===== src/rtl/useq_pkg.sv =====
package useq_pkg;
  localparam int STATE_W = 4;
  localparam int OP_W    = 6;

  typedef enum logic [1:0] {
    AC_ZERO  = 2'd0,
    AC_DISP1 = 2'd1,
    AC_DISP2 = 2'd2,
    AC_INCR  = 2'd3
  } addr_ctl_t;

  typedef struct packed {
    logic       mem_rd;
    logic       mem_wr;
    logic       ir_load;
    logic       pc_load;
    logic       pc_cond;
    logic       addr_sel;
    logic       reg_wr;
    logic       wb_sel;
    logic       dst_sel;
    logic       alu_src_a;
    logic [1:0] alu_op;
    logic [1:0] alu_b;
    logic [1:0] pc_src;
  } ctrl_word_t;

  localparam int CTRL_W = $bits(ctrl_word_t);
endpackage


===== src/rtl/useq_ctrl_store.sv =====
module useq_ctrl_store
  import useq_pkg::*;
(
  input  logic [STATE_W-1:0] state_i,
  output ctrl_word_t         ctrl_o,
  output addr_ctl_t          mode_o
);
  always_comb begin
    ctrl_o = '0;
    mode_o = AC_ZERO;
    case (state_i)
      4'd0: begin
        ctrl_o.mem_rd  = 1'b1;
        ctrl_o.ir_load = 1'b1;
        ctrl_o.pc_load = 1'b1;
        ctrl_o.alu_b   = 2'b01;
        mode_o         = AC_INCR;
      end
      4'd1: begin
        ctrl_o.alu_b = 2'b11;
        mode_o       = AC_DISP1;
      end
      4'd2: begin
        ctrl_o.alu_src_a = 1'b1;
        ctrl_o.alu_b     = 2'b10;
        mode_o           = AC_DISP2;
      end
      4'd3: begin
        ctrl_o.mem_rd   = 1'b1;
        ctrl_o.addr_sel = 1'b1;
        mode_o          = AC_INCR;
      end
      4'd4: begin
        ctrl_o.reg_wr = 1'b1;
        ctrl_o.wb_sel = 1'b1;
      end
      4'd5: begin
        ctrl_o.mem_wr   = 1'b1;
        ctrl_o.addr_sel = 1'b1;
      end
      4'd6: begin
        ctrl_o.alu_src_a = 1'b1;
        ctrl_o.alu_op    = 2'b10;
        mode_o           = AC_INCR;
      end
      4'd7: begin
        ctrl_o.reg_wr  = 1'b1;
        ctrl_o.dst_sel = 1'b1;
      end
      4'd8: begin
        ctrl_o.alu_src_a = 1'b1;
        ctrl_o.alu_op    = 2'b01;
        ctrl_o.pc_cond   = 1'b1;
        ctrl_o.pc_src    = 2'b01;
      end
      4'd9: begin
        ctrl_o.pc_load = 1'b1;
        ctrl_o.pc_src  = 2'b10;
      end
      default: begin
        ctrl_o = '0;
        mode_o = AC_ZERO;
      end
    endcase
  end
endmodule


===== src/rtl/useq_dispatch.sv =====
module useq_dispatch
  import useq_pkg::*;
#(
  parameter int              TABLE_ID = 1,
  parameter logic [OP_W-1:0] OP_RR    = 6'd0,
  parameter logic [OP_W-1:0] OP_JMP   = 6'd2,
  parameter logic [OP_W-1:0] OP_BEQ   = 6'd4,
  parameter logic [OP_W-1:0] OP_LD    = 6'd35,
  parameter logic [OP_W-1:0] OP_ST    = 6'd43
) (
  input  logic [OP_W-1:0]    op_i,
  output logic [STATE_W-1:0] target_o
);
  generate
    if (TABLE_ID == 1) begin : g_first
      always_comb begin
        if      (op_i == OP_RR)                    target_o = 4'd6;
        else if (op_i == OP_JMP)                   target_o = 4'd9;
        else if (op_i == OP_BEQ)                   target_o = 4'd8;
        else if (op_i == OP_LD || op_i == OP_ST)   target_o = 4'd2;
        else                                       target_o = 4'd0;
      end
    end else begin : g_second
      always_comb begin
        if      (op_i == OP_LD) target_o = 4'd3;
        else if (op_i == OP_ST) target_o = 4'd5;
        else                    target_o = 4'd0;
      end
    end
  endgenerate
endmodule


===== src/rtl/useq_next_addr.sv =====
module useq_next_addr
  import useq_pkg::*;
(
  input  logic               clk,
  input  logic               rst,
  input  addr_ctl_t          mode_i,
  input  logic [STATE_W-1:0] disp1_i,
  input  logic [STATE_W-1:0] disp2_i,
  output logic [STATE_W-1:0] state_o
);
  logic [STATE_W-1:0] nxt;

  always_comb begin
    case (mode_i)
      AC_DISP1: nxt = disp1_i;
      AC_DISP2: nxt = disp2_i;
      AC_INCR:  nxt = state_o + STATE_W'(1);
      default:  nxt = '0;
    endcase
  end

  always_ff @(posedge clk) begin
    if (rst) state_o <= '0;
    else     state_o <= nxt;
  end
endmodule


===== src/rtl/useq_top.sv =====
module useq_top
  import useq_pkg::*;
#(
  parameter logic [OP_W-1:0] OP_RR  = 6'd0,
  parameter logic [OP_W-1:0] OP_JMP = 6'd2,
  parameter logic [OP_W-1:0] OP_BEQ = 6'd4,
  parameter logic [OP_W-1:0] OP_LD  = 6'd35,
  parameter logic [OP_W-1:0] OP_ST  = 6'd43
) (
  input  logic               clk,
  input  logic               rst,
  input  logic [OP_W-1:0]    opcode,
  output logic [STATE_W-1:0] state,
  output logic [CTRL_W-1:0]  ctrl
);
  ctrl_word_t         word;
  addr_ctl_t          mode;
  logic [STATE_W-1:0] tgt1, tgt2;

  useq_ctrl_store u_store (.state_i(state), .ctrl_o(word), .mode_o(mode));

  useq_dispatch #(.TABLE_ID(1), .OP_RR(OP_RR), .OP_JMP(OP_JMP), .OP_BEQ(OP_BEQ),
                  .OP_LD(OP_LD), .OP_ST(OP_ST))
    u_disp1 (.op_i(opcode), .target_o(tgt1));

  useq_dispatch #(.TABLE_ID(2), .OP_RR(OP_RR), .OP_JMP(OP_JMP), .OP_BEQ(OP_BEQ),
                  .OP_LD(OP_LD), .OP_ST(OP_ST))
    u_disp2 (.op_i(opcode), .target_o(tgt2));

  useq_next_addr u_next (
    .clk(clk), .rst(rst), .mode_i(mode),
    .disp1_i(tgt1), .disp2_i(tgt2), .state_o(state)
  );

  assign ctrl = word;
endmodule


===== config.mk =====
export PLATFORM = sky130hd
export DESIGN_NAME = useq_top
export DESIGN_NICKNAME = d
export VERILOG_FILES = /design/src/rtl/useq_pkg.sv /design/src/rtl/useq_ctrl_store.sv /design/src/rtl/useq_dispatch.sv /design/src/rtl/useq_next_addr.sv /design/src/rtl/useq_top.sv
export SDC_FILE = /design/constraint.sdc
export NUM_CORES = 1
export LEC_CHECK = 0
export ABC_AREA = 0
export CORE_AREA = 2 2 40 51
export CTS_BUF_LIST = sky130_fd_sc_hd__clkbuf_4 sky130_fd_sc_hd__clkbuf_8 sky130_fd_sc_hd__clkbuf_16
export CTS_CLUSTER_DIAMETER = 120
export DETAILED_ROUTE_END_ITERATION = 8
export DIE_AREA = 0 0 42 53
export GPL_TIMING_DRIVEN = 0
export MAX_ROUTING_LAYER = met4
export PLACE_DENSITY = 0.69
export SLEW_MARGIN = 20
export SYNTH_ARGS = -nofsm -noshare
export SYNTH_HDL_FRONTEND = slang
export SYNTH_HIERARCHICAL = 1
export SYNTH_SLANG_ARGS = --single-unit

===== constraint.sdc =====
create_clock -name clk -period 1.7 [get_ports clk]
set_clock_uncertainty 0.2 [all_clocks]
set_input_delay 0.255 -clock clk [delete_from_list [all_inputs] [get_ports clk]]
set_output_delay 0.255 -clock clk [all_outputs]
set_load 0.03 [all_outputs]

# After elaboration in Yosys (flattened, before gate mapping)
# Cells that the tools add are included.
dict set report word_totals {
  reg_bits 4
}
dict set report op_classes {
  n_addsub 1
  reduce_logical 9
  n_mux 21
  eq_ne 16
}
# operator count
set ops {}
lappend ops {{4-bit by 3-bit == test with 1-bit output (second input constant)} 4}
lappend ops {{4-bit 2-to-1 mux} 4}
lappend ops {{6-bit == test (second input constant)} 2}
lappend ops {{2-bit case mux with 3 select lines} 2}
lappend ops {{4-bit case mux with 3 select lines} 1}
lappend ops {{1-bit 2-to-1 mux} 10}
lappend ops {{4-bit by 2-bit == test with 1-bit output (second input constant)} 2}
lappend ops {{4-bit == test (second input constant)} 2}
lappend ops {{2-bit case mux with 2 select lines} 2}
lappend ops {{2-bit OR reduction} 4}
lappend ops {{6-bit by 2-bit == test with 1-bit output (second input constant)} 1}
lappend ops {{6-bit by 3-bit == test with 1-bit output (second input constant)} 1}
lappend ops {{6-bit logical NOT} 1}
lappend ops {{3-bit OR reduction} 2}
lappend ops {{4-bit by 1-bit adder with 4-bit output (second input constant)} 1}
lappend ops {{2-bit == test (second input constant)} 2}
lappend ops {{4-bit by 1-bit == test with 1-bit output (second input constant)} 1}
lappend ops {{4-bit logical NOT} 1}
lappend ops {{3-bit 2-to-1 mux} 1}
lappend ops {{2-bit by 1-bit == test with 1-bit output (second input constant)} 1}
lappend ops {{2-bit 2-to-1 mux} 1}
lappend ops {{1-bit logical OR} 1}

# Logic depth before layout (Yosys ltp)
dict set report logic_depth {
  depth_word 7
  ltp_mapped 7
  ltp_nobuf 5
}

# Modules after synthesis
# Netlist, hierarchy kept.
# module instances area_per_inst_um2 cells_per_inst seq_area_each_um2
set by_module_without_submodules {}
lappend by_module_without_submodules {useq_next_addr 1 246.5 28 80.1}
lappend by_module_without_submodules {useq_ctrl_store 1 212.7 31 0.0}
lappend by_module_without_submodules {{useq_dispatch at u_disp1} 1 70.1 9 0.0}
lappend by_module_without_submodules {{useq_dispatch at u_disp2} 1 56.3 6 0.0}

# Worst setup path before layout
# OpenSTA, ideal clock, no wires.
dict set report synth_timing {
  path_kind {reg-to-output}
  start {register u_next.state_o[3]}
  end {output ctrl[6]}
  arrival_time_ps 1821
  path_stages_with_launch 4
  slack_ps -576
  path_buffers 1
  cell_sequence {dfxtp_1 > buf_2 > nor4b_2 > o21bai_1}
}
dict set report synth_between {
  elab_chain_cells 3
}
# item line_no
set synth_lines {}
lappend synth_lines {{from (decl)} useq_next_addr.sv:9} ;# output logic [STATE_W-1:0] state_o
lappend synth_lines {{from (signal assigned)} useq_next_addr.sv:24} ;# else state_o <= nxt;
lappend synth_lines {{4-bit by 2-bit == test with 1-bit output (tied with other cells)} useq_ctrl_store.sv:11} ;# case (state_i)
lappend synth_lines {{3-bit OR reduction (no line) *} -}
lappend synth_lines {{1-bit 2-to-1 mux *} useq_ctrl_store.sv:11}
lappend synth_lines {{to (decl)} useq_top.sv:14} ;# output logic [CTRL_W-1:0] ctrl
# Every way passes the cells marked *; elsewhere a longest branch is shown, timed or not.

# Worst setup path in the final report
dict set report layout_timing {
  start {register u_next.state_o[3]}
  end {register u_next.state_o[1]}
}
dict set report layout_between {
  elab_chain_cells 5
}
# item line_no
set layout_lines {}
lappend layout_lines {{4-bit by 3-bit == test with 1-bit output (tied with other cells)} useq_ctrl_store.sv:11}
lappend layout_lines {{3-bit OR reduction (no line)} -}
lappend layout_lines {{2-bit case mux with 3 select lines *} useq_ctrl_store.sv:11}
lappend layout_lines {{net mode[0]} useq_top.sv:17} ;# addr_ctl_t mode;
lappend layout_lines {{2-bit == test or 2-bit by 1-bit == test with 1-bit output (tied branches)} useq_next_addr.sv:14} ;# case (mode_i)
lappend layout_lines {{4-bit case mux with 3 select lines *} useq_next_addr.sv:14}
# The timed path passes the listed nets; every way through them passes the cells marked *.
# A chain may end at the register's enable or synchronous reset.

==> metrics.yaml <==
fmax_mhz: 569
fill_cells: 144
start_kind: "flip-flop"
overflow: 0
die_h_um: 53
path_cells: "buf_6 -> or2_4 -> mux2i_4 -> and2b_2 -> a22oi_2 -> nor2_1"
synth-seq-cells: 4
place.gp.congestion: 0.776
synthAdderAreaFrac_pct: 2.14
outcome: "complete, but fails checks"
synth_xor_area_share_pct: 7.48
setup_ws_ps: -57.2
ff2ff_path_depth: 6
finalCritPeriodShare_pct: 103
synthSimpleGateAreaFrac_pct: 48.9
clock-root-buffer: "clkbuf_4"
postRouteAntennaNets: 0
cts_made_buffers: 3
reg_top3: "u_next/state_o x4"
fp.dieW_um: 42
synthCells: 74
drt_iter0_drc: 15
power_frac_seq_pct: 8.8
fin_crit_ps: 1760
grt_max_degree: 10
crit_path_end_kind: "flip-flop"
hold_viol: 0
drc_errors: 0
slowest_stage: "dfxtp_4"
critical-path-max-stage-delay_ps: 350
clock_path_buffers: 2
syn_area_per_cell_um2: 7.91
layout.nets: 129
worstReg2RegEnd: "u_next/state_o[1]$_SDFF_PP0_"
yosysWarnings: 6
vdd_ir_drop_max_mv: 1.06
seq_area_frac_synth_pct: 13.7
hp-class: "input pin to flip-flop"
design.core.area_um2: 1720
port_buffers: 27
p_sw_mw: 1.36
largest-register: "u_next/state_o"
reg2reg_from: "u_next/state_o[3]$_SDFF_PP0_"
combPwrFrac_pct: 86.7
path_clk_slew_ps: 50
maxCapViolCount: 0
switching_share_pct: 49.3
failed_checks: "negative setup slack"
wl_per_cell_um: 13.3
tritoncts: "yes"
antenna_found_initial: 0
layout-drive-gt1-share_pct: 61.9
largest_reg_flops: 4
min_from: "opcode[5]"
hold_path_end: "u_next/state_o[0]$_SDFF_PP0_"
row_count: 17
worstSkewPairLatency_ps: 250
firstDrtPassIters: 5
area_delta_synth_final_pct: 98.9
cp.required_ps: 1620
grt_pass1_wl_mm: 2.84
setup_viol: 7
rsz0062_at_grt: "true"
whs_path_depth: 5
syn_nets: 83
holdWs_ps: 223
htreeDepth: 1
start_util_pct: 34.0
detailed_place_hpwl_mm: 1.18
grt_pass1_vias: 672
die_area_um2: 2230
muxShareOfSynthArea_pct: 6.20
postCtsHoldBufs: 0
critical_path.max_fanout: 7
multi_input_area_um2: 569
antennaDiodeCount: 0
cts.sinks: 4
wirelength_mm: 1.82
p_clk_share_pct: 4.5
leakage_nw: 0.525
syn-cell-area_um2: 586
intPower_mw: 1.40
final_cell_mix: "buf_6 (15), buf_4 (15), dlygate4sd2_1 (8)"
synth_compound_area_share_pct: 11.3
seq_area_um2: 95.1
viasPerCell: 5.29
synth_top_family_by_area: "simple AND/OR/NAND/NOR gates"
p_per_area_nw_per_um2: 2370
total_power_mw: 2.77
grt.total_usage_pct: 17.3
yosysUniqueCellTypes: 37
regToRegSetupSlack_ps: -60
place_ws_ps: -566
cp.arrival_ps: 1680
finalMaxSlewViolations: 0
ioPinCount: 28
num_vias: 725
crit_type: "flip-flop to flip-flop"
==> cell usage after synthesis, drive strengths merged <==
library cell / count / area share (%)
nor2b: 2 / 2.1
o21bai: 1 / 1.3
nor3b: 3 / 5.6
a22oi: 1 / 1.3
nand4b: 1 / 4.1
nor3: 7 / 6.0
a21oi: 2 / 1.7
nand3: 4 / 3.4
and2b: 2 / 2.6
inv: 2 / 1.3
and3: 1 / 1.1
nand2: 3 / 1.9
a211oi: 1 / 2.1
dfxtp: 4 / 14
or2: 1 / 1.1
nand3b: 2 / 2.6
or4: 3 / 3.8
o21ai: 1 / 0.85
a211o: 1 / 1.5
a31oi: 1 / 1.1
and4: 1 / 1.5
mux2: 2 / 4.5
conb: 1 / 0.64
nor2: 7 / 4.5
xnor2: 2 / 3.0
xor2: 3 / 4.5
ha: 1 / 2.1
nor4b: 3 / 6.6
a31o: 1 / 1.5
mux2i: 1 / 1.7
nand2b: 2 / 2.1
buf: 7 / 8.3
==> final cells by class <==
class	instances	share of cell area, %
Tap cell	19	2.04
Buffer	7	6.77
Inverter	2	0.644
Sequential cell	4	8.16
Timing Repair Buffer	41	31.6
Multi-Input combinational cell	61	48.9
Clock buffer	3	1.93
==> routing by layer <==
layer  up-vias  global-route usage [%]  part of all wire [%]
li1        353                       -                     -
met1       335                    15.0                    37
met2        33                    35.9                    56
met3         4                    2.39                   6.6
met4         0                    8.06                  0.93
met5         -                       -                     0
==> critical path: cells and delay by family, from the launching register on <==
kind | cells | cell delay [ps]
multiplexers | 1 | 230
AO/OA/AOI/OAI | 1 | 120
flip-flops | 1 | 350
buffers and inverters | 1 | 130
AND/OR/NAND/NOR | 3 | 590
==> metrics by stage <==
| step | instances | TNS (ps) | instance area, um^2 | utilization [%] |
|---|---|---|---|---|
| global route | 137 | -993 | 1160 | 67.6 |
| detailed placement | 120 | -6170 | 970 | 56.3 |
| finish | 137 | -233 | 1160 | 67.6 |
| global placement | 120 | -5960 | 970 | 56.3 |
| CTS | 134 | -228 | 1090 | 63.3 |
| floorplan | 74 | -204 | 676 | - |
==> timing repair <==
| action | in CTS | in global routing |
|---|---|---|
| resized for setup | 121 | 22 |
| setup buffers | 9 | 4 |
| pin swaps | 6 | 6 |
| endpoints found under the setup margin | 24 | 19 |
| gates cloned | 2 | 0 |
==> worst max path at each step <==
stage / start / endpoint / slack [ps] / cells after the start
detailed placement: opcode[5] / u_next/state_o[2]$_SDFF_PP0_ / -570 / 6
global placement: opcode[5] / u_next/state_o[2]$_SDFF_PP0_ / -510 / 6
global route: u_next/state_o[2]$_SDFF_PP0_ / u_next/state_o[1]$_SDFF_PP0_ / -120 / 7
floorplan: u_next/state_o[0]$_SDFF_PP0_ / u_next/state_o[1]$_SDFF_PP0_ / -60 / 7
finish: u_next/state_o[3]$_SDFF_PP0_ / u_next/state_o[1]$_SDFF_PP0_ / -60 / 6
CTS: u_next/state_o[2]$_SDFF_PP0_ / ctrl[6] / -50 / 4
==> power groups by stage <==
stage               clock network (mW)  logic [mW]  registers (mW)
floorplan                            0        1.28           0.301
global placement                     0        1.91           0.237
detailed placement                   0        1.93           0.237
CTS                              0.130        2.17           0.251
global route                     0.135        2.53           0.250
finish                           0.126        2.40           0.242
==> cell families after synthesis <==
family | Yosys count
and+or+nand+nor | 42
AOI/OAI and AO/OA | 9
buffers and inverters | 9
xor gates and xnor gates | 5
DFF | 4
muxes | 3
adders and majority gates | 1
other | 1
No activity file was read; power rests on OpenSTA's default activity.
